$ cat config.mk
export PLATFORM = sky130hd
export DESIGN_NAME = bcs_top
export DESIGN_NICKNAME = d
export VERILOG_FILES = /design/src/rtl/bcs_pkg.sv /design/src/rtl/bcs_status_latch.sv /design/src/rtl/bcs_phase_ctl.sv /design/src/rtl/bcs_strobe_map.sv /design/src/rtl/bcs_top.sv
export SDC_FILE = /design/constraint.sdc
export NUM_CORES = 1
export LEC_CHECK = 0
export BUFFER_PORTS_ARGS = -buffer_cell sky130_fd_sc_hd__buf_2
export CORE_MARGIN = 1
export CORE_UTILIZATION = 48
export CTS_BUF_LIST = sky130_fd_sc_hd__clkbuf_4 sky130_fd_sc_hd__clkbuf_8 sky130_fd_sc_hd__clkbuf_16
export DETAILED_ROUTE_END_ITERATION = 8
export MAX_ROUTING_LAYER = met4
export PLACE_DENSITY = 0.77
export SLEW_MARGIN = 0
export SYNTH_ARGS = -nofsm -noshare
export SYNTH_HDL_FRONTEND = slang
export SYNTH_SLANG_ARGS = --single-unit
export TNS_END_PERCENT = 20
$ cat constraint.sdc
create_clock -name clk -period 2.15 [get_ports clk]
set_clock_uncertainty 0.2 [all_clocks]
set_input_delay 0.43 -clock clk [delete_from_list [all_inputs] [get_ports clk]]
set_output_delay 0.43 -clock clk [all_outputs]
set_load 0.02 [all_outputs]
$ cat src/rtl/bcs_pkg.sv
package bcs_pkg;

  typedef enum logic [1:0] {
    PH_IDLE   = 2'd0,
    PH_START  = 2'd1,
    PH_STROBE = 2'd2,
    PH_LAST   = 2'd3
  } phase_e;

  typedef struct packed {
    logic memr;
    logic memw;
    logic ior;
    logic iow;
    logic inta;
    logic halt;
  } kind_t;

  function automatic kind_t decode_status(input logic mio, input logic dc, input logic wr);
    kind_t k;
    k = '0;
    unique case ({mio, dc, wr})
      3'b000:         k.inta = 1'b1;
      3'b010:         k.ior  = 1'b1;
      3'b011:         k.iow  = 1'b1;
      3'b100, 3'b110: k.memr = 1'b1;
      3'b111:         k.memw = 1'b1;
      3'b101:         k.halt = 1'b1;
      default:        k = '0;
    endcase
    return k;
  endfunction

endpackage

$ cat src/rtl/bcs_status_latch.sv
module bcs_status_latch
  import bcs_pkg::*;
(
  input  logic  clk,
  input  logic  rst_n,
  input  logic  capture,
  input  logic  mio,
  input  logic  dc,
  input  logic  wr,
  output kind_t kind
);

  always_ff @(posedge clk) begin
    if (!rst_n)       kind <= '0;
    else if (capture) kind <= decode_status(mio, dc, wr);
  end

  p_kind_onehot_r3: assert property (@(posedge clk) disable iff (!rst_n)
    $onehot0(kind));

endmodule

$ cat src/rtl/bcs_phase_ctl.sv
module bcs_phase_ctl
  import bcs_pkg::*;
#(
  parameter int WAIT_W = 3
) (
  input  logic              clk,
  input  logic              rst_n,
  input  logic              ads,
  input  logic              sel,
  input  logic [WAIT_W-1:0] wait_cfg,
  output logic              capture,
  output phase_e            phase
);

  logic [WAIT_W-1:0] wait_left;

  assign capture = (phase == PH_IDLE) && ads && sel;

  always_ff @(posedge clk) begin
    if (!rst_n) begin
      phase     <= PH_IDLE;
      wait_left <= '0;
    end else begin
      unique case (phase)
        PH_IDLE: if (capture) begin
          phase     <= PH_START;
          wait_left <= wait_cfg;
        end
        PH_START:  phase <= PH_STROBE;
        PH_STROBE: begin
          if (wait_left == '0) phase <= PH_LAST;
          else                 wait_left <= wait_left - 1'b1;
        end
        PH_LAST:   phase <= PH_IDLE;
        default:   phase <= PH_IDLE;
      endcase
    end
  end

  p_start_needs_sel_r2: assert property (@(posedge clk) disable iff (!rst_n)
    (phase == PH_START) |-> $past(ads && sel));

  p_busy_ads_ignored_r2: assert property (@(posedge clk) disable iff (!rst_n)
    (phase != PH_IDLE) |=> (phase != PH_START));

  p_last_then_idle_r9: assert property (@(posedge clk) disable iff (!rst_n)
    (phase == PH_LAST) |=> (phase == PH_IDLE));

endmodule

$ cat src/rtl/bcs_strobe_map.sv
module bcs_strobe_map
  import bcs_pkg::*;
(
  input  logic   clk,
  input  logic   rst_n,
  input  phase_e phase,
  input  kind_t  kind,
  output logic   cpu_ready,
  output logic   pipe_ok,
  output logic   bus_sync,
  output logic   bus_stval,
  output logic   bus_dbin,
  output logic   bus_wr,
  output logic   wdata_oe,
  output logic   bus_inta,
  output kind_t  kind_out
);

  logic busy, in_strobe, strobe_or_last, is_write, is_input;

  always_comb begin
    busy           = (phase != PH_IDLE);
    in_strobe      = (phase == PH_STROBE);
    strobe_or_last = in_strobe || (phase == PH_LAST);
    is_write       = kind.memw || kind.iow;
    is_input       = kind.memr || kind.ior || kind.inta;

    bus_sync  = (phase == PH_START);
    bus_stval = (phase == PH_START);
    cpu_ready = (phase == PH_LAST);
    pipe_ok   = !busy;
    bus_wr    = in_strobe && is_write;
    wdata_oe  = strobe_or_last && is_write;
    bus_dbin  = strobe_or_last && is_input;
    bus_inta  = strobe_or_last && kind.inta;
    kind_out  = busy ? kind : '0;
  end

  p_ready_single_r9: assert property (@(posedge clk) disable iff (!rst_n)
    cpu_ready |=> !cpu_ready);

  p_sync_single_r4: assert property (@(posedge clk) disable iff (!rst_n)
    bus_sync |=> !bus_sync);

  p_wr_after_start_r5: assert property (@(posedge clk) disable iff (!rst_n)
    bus_sync |=> (bus_wr || !kind_out.memw) && (bus_wr || !kind_out.iow));

  p_wr_gone_at_ready_r5: assert property (@(posedge clk) disable iff (!rst_n)
    cpu_ready |-> !bus_wr);

  p_oe_tail_r8: assert property (@(posedge clk) disable iff (!rst_n)
    $fell(bus_wr) |-> wdata_oe);

  p_inta_with_dbin_r7: assert property (@(posedge clk) disable iff (!rst_n)
    bus_inta |-> bus_dbin);

  p_no_pipe_busy_r11: assert property (@(posedge clk) disable iff (!rst_n)
    (bus_sync || bus_dbin || bus_wr || cpu_ready) |-> !pipe_ok);

endmodule

$ cat src/rtl/bcs_top.sv
module bcs_top
  import bcs_pkg::*;
#(
  parameter int WAIT_W = 3
) (
  input  logic              clk,
  input  logic              rst_n,
  input  logic              cpu_ads,
  input  logic              cpu_mio,
  input  logic              cpu_dc,
  input  logic              cpu_wr,
  input  logic              legacy_sel,
  input  logic [WAIT_W-1:0] wait_cfg,
  output logic              cpu_ready,
  output logic              pipe_ok,
  output logic              bus_sync,
  output logic              bus_stval,
  output logic              bus_dbin,
  output logic              bus_wr,
  output logic              wdata_oe,
  output logic              bus_inta,
  output logic              cyc_memr,
  output logic              cyc_memw,
  output logic              cyc_ior,
  output logic              cyc_iow,
  output logic              cyc_inta,
  output logic              cyc_halt
);

  logic   capture;
  phase_e phase;
  kind_t  kind, kind_vis;

  bcs_phase_ctl #(.WAIT_W(WAIT_W)) u_phase (
    .clk      (clk),
    .rst_n    (rst_n),
    .ads      (cpu_ads),
    .sel      (legacy_sel),
    .wait_cfg (wait_cfg),
    .capture  (capture),
    .phase    (phase)
  );

  bcs_status_latch u_latch (
    .clk     (clk),
    .rst_n   (rst_n),
    .capture (capture),
    .mio     (cpu_mio),
    .dc      (cpu_dc),
    .wr      (cpu_wr),
    .kind    (kind)
  );

  bcs_strobe_map u_map (
    .clk       (clk),
    .rst_n     (rst_n),
    .phase     (phase),
    .kind      (kind),
    .cpu_ready (cpu_ready),
    .pipe_ok   (pipe_ok),
    .bus_sync  (bus_sync),
    .bus_stval (bus_stval),
    .bus_dbin  (bus_dbin),
    .bus_wr    (bus_wr),
    .wdata_oe  (wdata_oe),
    .bus_inta  (bus_inta),
    .kind_out  (kind_vis)
  );

  assign cyc_memr = kind_vis.memr;
  assign cyc_memw = kind_vis.memw;
  assign cyc_ior  = kind_vis.ior;
  assign cyc_iow  = kind_vis.iow;
  assign cyc_inta = kind_vis.inta;
  assign cyc_halt = kind_vis.halt;

endmodule

==> impl_metrics.toml, run 1 <==
[synthesis]
synthDistinctLibCells = 30
ys_seq_area_share_pct = 30.6
synth.area.mux_share_pct = 1.39
netlist_area_um2 = 719
ys_ff_latch = 11
syn-instance-count = 85
synth_xor_area_share_pct = 0
synth_compound_area_share_pct = 18.3
synth_warnings = 0
yosys.area_share.adder_pct = 10.4
synth_top_family_by_area = "simple AND/OR/NAND/NOR gates"
postSynthAreaPerCell_um2 = 8.46
synth-simple-area-share_pct = 32.9
synth_fp_nets = 101

[global_route]
grt_max_degree = 15
first_global_vias = 541
antenna_found_initial = 0
grt_overflow = 0
grt_pass1_wl_um = 2210
track_usage_pct = 21.8

[timing]
hold_ws_ns = 0.242
min_period_over_period_pct = 95.0
grt_setup_unrepaired = "false"
maxSlewHeadroom_pct = 83.6
worstMarginPinSlew_ns = 0.243
setup_viol = 0
slew_viol_final = 0
tns_ns = 0
hold_viol_final = 0
fmax_mhz = 489
fin_crit_ns = 2.04
setup_ws_ns = 0.107

[critical_path]
worst-r2r-setup-slack_ns = 0.43
worstPathRequired_ns = 1.52
worstRegToRegCells = 6
cpMostUsedCell = "inv_1"
cp_max_fo = 9
worst-endpoint-arrival_ns = 1.41
critPathKind = "flip-flop to output port"
end_kind = "output port"
max_stage_delay_ns = 0.34
slowest_stage = "dfxtp_1"
setup.worst_path.start_class = "flip-flop"
path_cells = "inv_1 -> ha_2 -> inv_1 -> nor2_1 -> buf_2"
r2r-start = "u_phase.phase[0]"
critPathTopFamily = "buffers and inverters"
r2r_end = "u_phase.phase[1]"
cp.buffers_inverters = 3

[place]
hpwl_um = 1080
placed_cell_area_um2 = 830
placed_cells = 119
gp_congestion = 0.767
pre_cts_ws_ns = 0.268
io_buffers = 23

[clock_network]
clk_latency_ns = 0.27
h-tree-depth = 1
root_buffer = "clkbuf_4"
clk_pin_slew_ns = 0.07
cts.sinks = 11
post_cts_buffers = 0
cts_max_path_buffers = 2
cts_made_buffers = 3
cts_tree = "done"
ctsHoldBuffers = 0

[die]
initial_core_util_pct = 53.3
core-area_mm2 = 0.00135
dieArea_mm2 = 0.00166
dieHeight_um = 40.7
fp.dieW_um = 40.7
fp-row-count = 13
io_pins = 24

[power]
p_leak_nw = 0.415
ir_worst_vdd_v = 0.000711
total_power_mw = 0.964
powerDensity_mw_per_mm2 = 1110

[layout]
final_cell_mix = "buf_2, dfxtp_1, nand2_1"
finalCoreUtilization_pct = 64.2
layout_commonest_cell = "buf_2"
fillers = 127
multi_input_area_um2 = 460
drive_gt1_share_pct = 34.3
antenna_cells = 0
regArea_um2 = 220
final_area_um2 = 867
stdcell_count = 123
nets = 125
area_growth_pct = 20.5

[drt]
wl_um = 1430
wire_per_inst_um = 11.6
vias = 643
drc_errors = 0
dr.pass1.iters = 4
postRouteAntennaNets = 0
drt-vias-per-instance = 5.23
initialDrtViolationCount = 11

[worst_hold_path]
hold-path-endpoint = "u_phase.wait_left[0]"
worstHoldStart = "wait_cfg[0]"
hold_path_depth = 3
hold_path_class = "input port to flip-flop"

[outcome]
status = "completed"

[flow_run]
max-cap-violations = 0
-- cell usage after synthesis --
library cell  count  area share (%)
clkbuf_1          1            0.52
nor2_1            5             2.6
or2_1             1            0.87
mux2i_1           1             1.4
nor3b_1           1             1.0
o211a_1           1             1.4
o21ai_1           2             1.4
a21boi_4          1             2.6
a21bo_2           1             1.4
nor3_2            2             2.8
nor4b_1           1             1.2
nor2b_1           7             6.1
buf_2             1            0.69
and2_1            1            0.87
nand3_1           2             1.4
ha_1              6              10
o31ai_1           1             1.0
o22ai_1           2             1.7
o211ai_2          1             1.7
nor4_2            1             1.7
nand2b_1          2             1.7
and2b_1           6             6.3
inv_1             6             3.1
nand3_2           1             1.4
nor3_1            1            0.69
a21oi_1           7             4.9
dfxtp_1          11              31
o211ai_1          2             2.1
nand2_1           8             4.2
buf_4             2             2.1
-- layout make-up --
type,instances,area share (%)
clock buffer,4,3.46
inverter,6,2.60
sequential,11,25.4
multi-input combinational,64,53.1
timing repair buffer,23,13.3
tap,15,2.16
-- where the power goes --
group | internal, mW | leakage [nW] | switching, mW | total, mW
combinational | 0.213 | 0.307 | 0.312 | 0.524
sequential | 0.251 | 0.0896 | 0.0321 | 0.284
clock | 0.0846 | 0.0184 | 0.0714 | 0.156
total | 0.549 | 0.415 | 0.415 | 0.964
-- what timing repair did --
item | CTS | global route
pin swaps | 0 | 0
resized for setup | 2 | 1
setup endpoints to repair | 3 | 2
-- cells by family after synthesis --
group | Yosys count
muxes | 1
buffers and inverters | 10
DFF | 11
AOI/OAI and AO/OA | 18
adders and majority gates | 6
and+or+nand+nor | 39
-- layer usage --
metal  track usage (%)  wire [µm]
met4              12.5         29
met3              4.89         54
met2              36.1        693
met5                 -          0
met1              23.8        653
-- state kept, by name, indices dropped and copies added, names as in the netlist --
signal	cells
u_phase.phase	2
u_phase.wait_left	3
u_latch.kind	6
-- worst min-delay path, stage by stage --
cell and delay [ns]:
buf_2 0.09, a21oi_1 0.06, o22ai_1 0.09
-- worst max path at each step --
stage | from | endpoint | slack [ns] | cells after the start
final | u_phase.phase[0] | bus_wr | 0.11 | 5
after global placement | u_phase.phase[0] | wdata_oe | 0.33 | 5
after global routing | u_phase.phase[0] | bus_wr | 0.02 | 5
after detailed placement | u_phase.phase[0] | bus_inta | 0.27 | 5
after CTS | u_phase.phase[0] | cyc_inta | 0.06 | 4
after floorplan | u_phase.phase[0] | u_phase.phase[1] | 0.42 | 6
(Power assumes the default switching activity.)
==> inputs of run 2 (changes only) <==
Settings changed: SYNTH_HIERARCHICAL from default to 1.
==> run 2 against run 1 <==
Cell count fell by 0.81%. Critical path depth stayed put. Via count grew 1.9%. Final area fell by 0.87%. Sequential power about the same. Highest routed layer is now met3.
==> impl_metrics.toml, run 2 <==
[synthesis]
postSynthAreaPerCell_um2 = 8.70
synth_warnings = 6
post-synth-top-count-cell = "dfxtp_1"
async_reset_ff_share_pct = 0
netlist_area_um2 = 722
synthDistinctLibCells = 32
synth-edff-count = 0
synth_top_cells_by_area = "dfxtp_1, ha_1, nor2b_1"
ys_ff_latch = 11
synth_area_leader_cell = "dfxtp_1"
ys_seq_area_share_pct = 30.5
synth_top_area_share_pct = 30.5
synthTopCellsByCount = "dfxtp_1, inv_1, nor2b_1, a21oi_1"
ys_dominant_reg_cell = "dfxtp_1"
syn-instance-count = 83
synth_fp_nets = 98

[clock_network]
cts_resized = 0
root_buffer = "clkbuf_4"
clk_latency_ns = 0.27
cts.sinks = 11
post_cts_buffers = 0
cts_max_path_buffers = 2
clk_pin_slew_ns = 0.07
cts_tree = "done"
ctsHoldBuffers = 0
h-tree-depth = 1
cts_made_buffers = 3

[global_route]
grt_pass1_wl_um = 2260
grt_overflow = 0
first_global_vias = 528
antenna_found_initial = 0
grt_max_degree = 13
track_usage_pct = 22.0

[layout]
area_growth_pct = 19.1
antenna_cells = 0
reg.largest.list = "u_latch/kind x6, u_phase/wait_left x3, u_phase/phase x2"
multi_input_area_um2 = 442
final_cell_mix = "buf_2, dfxtp_1, inv_1, nor2b_1, a21oi_1"
layout_commonest_cell = "buf_2"
drive_gt1_share_pct = 29.0
fillers = 129
largest-register = "u_latch/kind"
stdcell_count = 122
regArea_um2 = 220
nets = 123
largest_register_ff_count = 6

[power]
power_frac_clock_pct = 16.7
power_switching_share_pct = 41.6
ir_worst_vdd_v = 0.000549
seqPwrFrac_pct = 31.1
p_leak_nw = 0.383
internal-power_mw = 0.529
powerDensity_mw_per_mm2 = 1050
comb_power_share_pct = 52.2
p_switching_mw = 0.376

[die]
io_pins = 24
fp-row-count = 13
core-area_mm2 = 0.00135
initial_core_util_pct = 53.5
dieArea_mm2 = 0.00166
fp.dieW_um = 40.8
dieHeight_um = 40.8

[worst_hold_path]
hold_path_class = "input port to flip-flop"
hold-path-endpoint = "u_phase/phase[0]"
hold_path_depth = 2
worstHoldStart = "rst_n"

[place]
placed_cells = 118
gp_congestion = 0.771
io_buffers = 23
hpwl_um = 1120

[drt]
wl_um = 1450
wire_per_inst_um = 11.9
drc_errors = 0
vias = 655
drt-vias-per-instance = 5.37
initialDrtViolationCount = 17
postRouteAntennaNets = 0
dr.pass1.iters = 4

[timing]
grt_setup_unrepaired = "false"
slew_viol_final = 0
fin_crit_ns = 1.91
hold_ws_ns = 0.218
setup_viol = 0
worstMarginPinSlew_ns = 0.404
maxSlewHeadroom_pct = 73.0
fmax_mhz = 523
min_period_over_period_pct = 89.0
tns_ns = 0
hold_viol_final = 0

[critical_path]
worst-endpoint-arrival_ns = 1.92
path_cells = "inv_1 -> ha_1 -> and3_1 -> or4b_1 -> a21oi_1"
cp_max_fo = 12
setup.worst_path.start_class = "flip-flop"
slowest_stage = "or4b_1"
r2r_end = "u_latch/kind[1]"
worstRegToRegCells = 5
r2r-start = "u_phase/phase[1]"
critPathKind = "flip-flop to flip-flop"
end_kind = "flip-flop"
cp-startpoint = "u_phase/phase[1]"
max_stage_delay_ns = 0.47
worstPathRequired_ns = 2.16
worst-r2r-setup-slack_ns = 0.24

[outcome]
status = "completed"

[flow_run]
max-cap-violations = 0
[run 2: changes by cell type after synthesis, moves of 3 or more]
cell      before  now
and2b_1        6    0
o21ai_0        0    4
nor2_1         5    1
nand2b_1       2    5
inv_1          6    9
nand2_1        8    0
o31a_1         0    3
[run 2: worst max-delay path by stage]
stage	end	slack (ns)
after CTS	u_latch/kind[1]	0.23
after detailed placement	u_latch/kind[1]	0.24
final	u_latch/kind[1]	0.24
after global routing	u_latch/kind[1]	0.06
after floorplan	bus_wr	0.46
after global placement	u_latch/kind[1]	0.32
[run 2: cell type report]
class                      instances  share of cell area [%]
inverter                           9                    3.93
sequential                        11                    25.6
clock buffer                       4                    3.49
tap                               15                    2.18
multi-input combinational         60                    51.4
timing repair buffer              23                    13.4
[run 2: logic make-up (layout without fill, tap and decap cells)]
logic type / count (synthesis) / after routing / synth area share [%]
adder cells (fa/ha/maj): 5 / 5 / 8.67
AND/OR/NAND/NOR: 31 / 31 / 29.6
flip-flops: 11 / 11 / 30.5
multiplexers: 2 / 2 / 2.77
AO/OA/AOI/OAI: 22 / 22 / 20.1
buffers and inverters: 12 / 36 / 8.32
[run 2: power groups by stage]
stage | Sequential (mW) | Combinational (mW) | Clock, mW
after floorplan | 0.276 | 0.396 | 0
after global placement | 0.282 | 0.458 | 0
after detailed placement | 0.286 | 0.471 | 0
after CTS | 0.281 | 0.473 | 0.157
after global routing | 0.287 | 0.530 | 0.169
final | 0.281 | 0.473 | 0.151
[run 2: worst max-delay path: cells and delay by family, from the launching register on]
family	cells	cell delay [ns]
fa+ha+maj	1	0.21
simple gates	2	0.82
flops	1	0.39
compound gates	1	0.13
buf+inv	1	0.11
[run 2: layer usage]
layer,wire length [µm],track usage [%]
met5,0,-
met2,634,32.4
met1,713,27.5
met4,0,7.50
met3,103,8.15
[run 2: stage by stage]
stage                     total power [mW]  area [µm²]  util [%]  setup slack (ns)
after floorplan                      0.671         722         -             0.456
after global placement               0.739         830      61.4             0.318
after detailed placement             0.757         830      61.4             0.245
after CTS                            0.912         860      63.7             0.229
after global routing                 0.986         860      63.7            0.0630
final                                0.905         860      63.7             0.237
==> inputs of run 3 (changes only) <==
Settings changed: REMOVE_ABC_BUFFERS from default to 1.
==> run 3 against run 2 <==
Non-clock buffer count stayed put. Largest cell class unchanged. Core utilization unchanged. Clock power grew 3%. Register-to-register slack got worse by 0.03 ns. Sequential share of layout area did not move. Maximum frequency decreased by 1.3%. Combinational power about the same. Critical path type unchanged. Global-route usage fell by 2.1 points.
==> impl_metrics.toml, run 3 (same netlist as run 2, synthesis figures left out) <==
[die]
io_pins = 24
dieHeight_um = 40.8
dieArea_mm2 = 0.00166
fp.dieW_um = 40.8
initial_core_util_pct = 53.5
fp-row-count = 13
core-area_mm2 = 0.00135

[timing]
hold_ws_ns = 0.226
worstMarginPinSlew_ns = 0.403
tns_ns = 0
maxSlewHeadroom_pct = 73.1
fin_crit_ns = 1.94
setup_viol = 0
min_period_over_period_pct = 90.2
slew_viol_final = 0
hold_viol_final = 0
grt_setup_unrepaired = "false"
setup_ws_ns = 0.211
fmax_mhz = 516

[drt]
drt-vias-per-instance = 5.16
vias = 629
wl_um = 1370
drc_errors = 0
initialDrtViolationCount = 13
wire_per_inst_um = 11.2
postRouteAntennaNets = 0
dr.pass1.iters = 4

[place]
io_buffers = 23
placed_cell_area_um2 = 830
hpwl_um = 1010
placed_cells = 118
pre_cts_ws_ns = 0.242
gp_congestion = 0.793

[worst_hold_path]
hold_path_class = "input port to flip-flop"

[global_route]
grt_overflow = 0
track_usage_pct = 19.9
first_global_vias = 503
busiest_layer = "met2"
antenna_found_initial = 0
grt_max_degree = 13
globalRouteMet2Util_pct = 27.3
met1_usage_pct = 26.6
grt_pass1_wl_um = 2110
grt_use_met3_pct = 3.26

[critical_path]
critPathKind = "flip-flop to flip-flop"
setup.worst_path.start_class = "flip-flop"
path_cells = "inv_1 -> ha_1 -> and3_1 -> or4b_1 -> a21oi_1"
cp.buffers_inverters = 1
cp_max_fo = 12
worstPathRequired_ns = 2.15
max_stage_delay_ns = 0.46
end_kind = "flip-flop"
slowest_stage = "or4b_1"
worst-endpoint-arrival_ns = 1.94
critPathTopFamily = "simple AND/OR/NAND/NOR gates"
worst-r2r-setup-slack_ns = 0.21

[clock_network]
post_cts_buffers = 0
ctsHoldBuffers = 0
h-tree-depth = 1
cts_made_buffers = 3
cts_max_path_buffers = 2
cts.sinks = 11
clk_latency_ns = 0.27
cts_tree = "done"
root_buffer = "clkbuf_4"
cts_resized = 0
clk_pin_slew_ns = 0.08

[power]
powerDensity_mw_per_mm2 = 1060
p_leak_nw = 0.383
ir_worst_vdd_v = 0.000603
total_power_mw = 0.909

[layout]
layout_commonest_cell = "buf_2"
largest-register = "u_latch/kind"
area_growth_pct = 19.1
antenna_cells = 0
reg.largest.list = "u_latch/kind x6, u_phase/wait_left x3, u_phase/phase x2"
drive_gt1_share_pct = 29.0
stdcell_count = 122
final_area_um2 = 860
final_cell_mix = "buf_2, dfxtp_1, inv_1, nor2b_1, a21oi_1"
finalCoreUtilization_pct = 63.7
nets = 123
largest_register_ff_count = 6

[outcome]
status = "completed"

[flow_run]
max-cap-violations = 0
==> run 3: cell counts in the layout (fill, tap and decap cells not counted) <==
No cell type changed its count.
==> run 3: area by class of cell <==
class	count	area [µm²]
clock buffers	4	30.0
multi-input cells	60	442
inverters	9	33.8
flip-flops and latches	11	220
well taps	15	18.8
repair buffers	23	115
fillers	117	490
==> run 3: worst paths after layout <==
path | start | end | depth (start not counted)
setup / recovery | u_phase/phase[1] | u_latch/kind[1] | 5
hold / removal | rst_n | u_phase/phase[0] | 2
hold reg to reg | u_latch/kind[0] | u_latch/kind[0] | 2
setup reg to reg | u_phase/phase[1] | u_latch/kind[1] | 5
==> run 3: routing by layer <==
metal,vias to the layer above,routed length (µm)
met3,2,50
met1,273,720
li1,338,-
met4,0,17
met2,16,579
met5,-,0
==> run 3: power breakdown <==
group          internal [mW]  switching [mW]
Clock                 0.0843          0.0715
Sequential             0.243          0.0372
Combinational          0.201           0.271
Total                  0.529           0.380
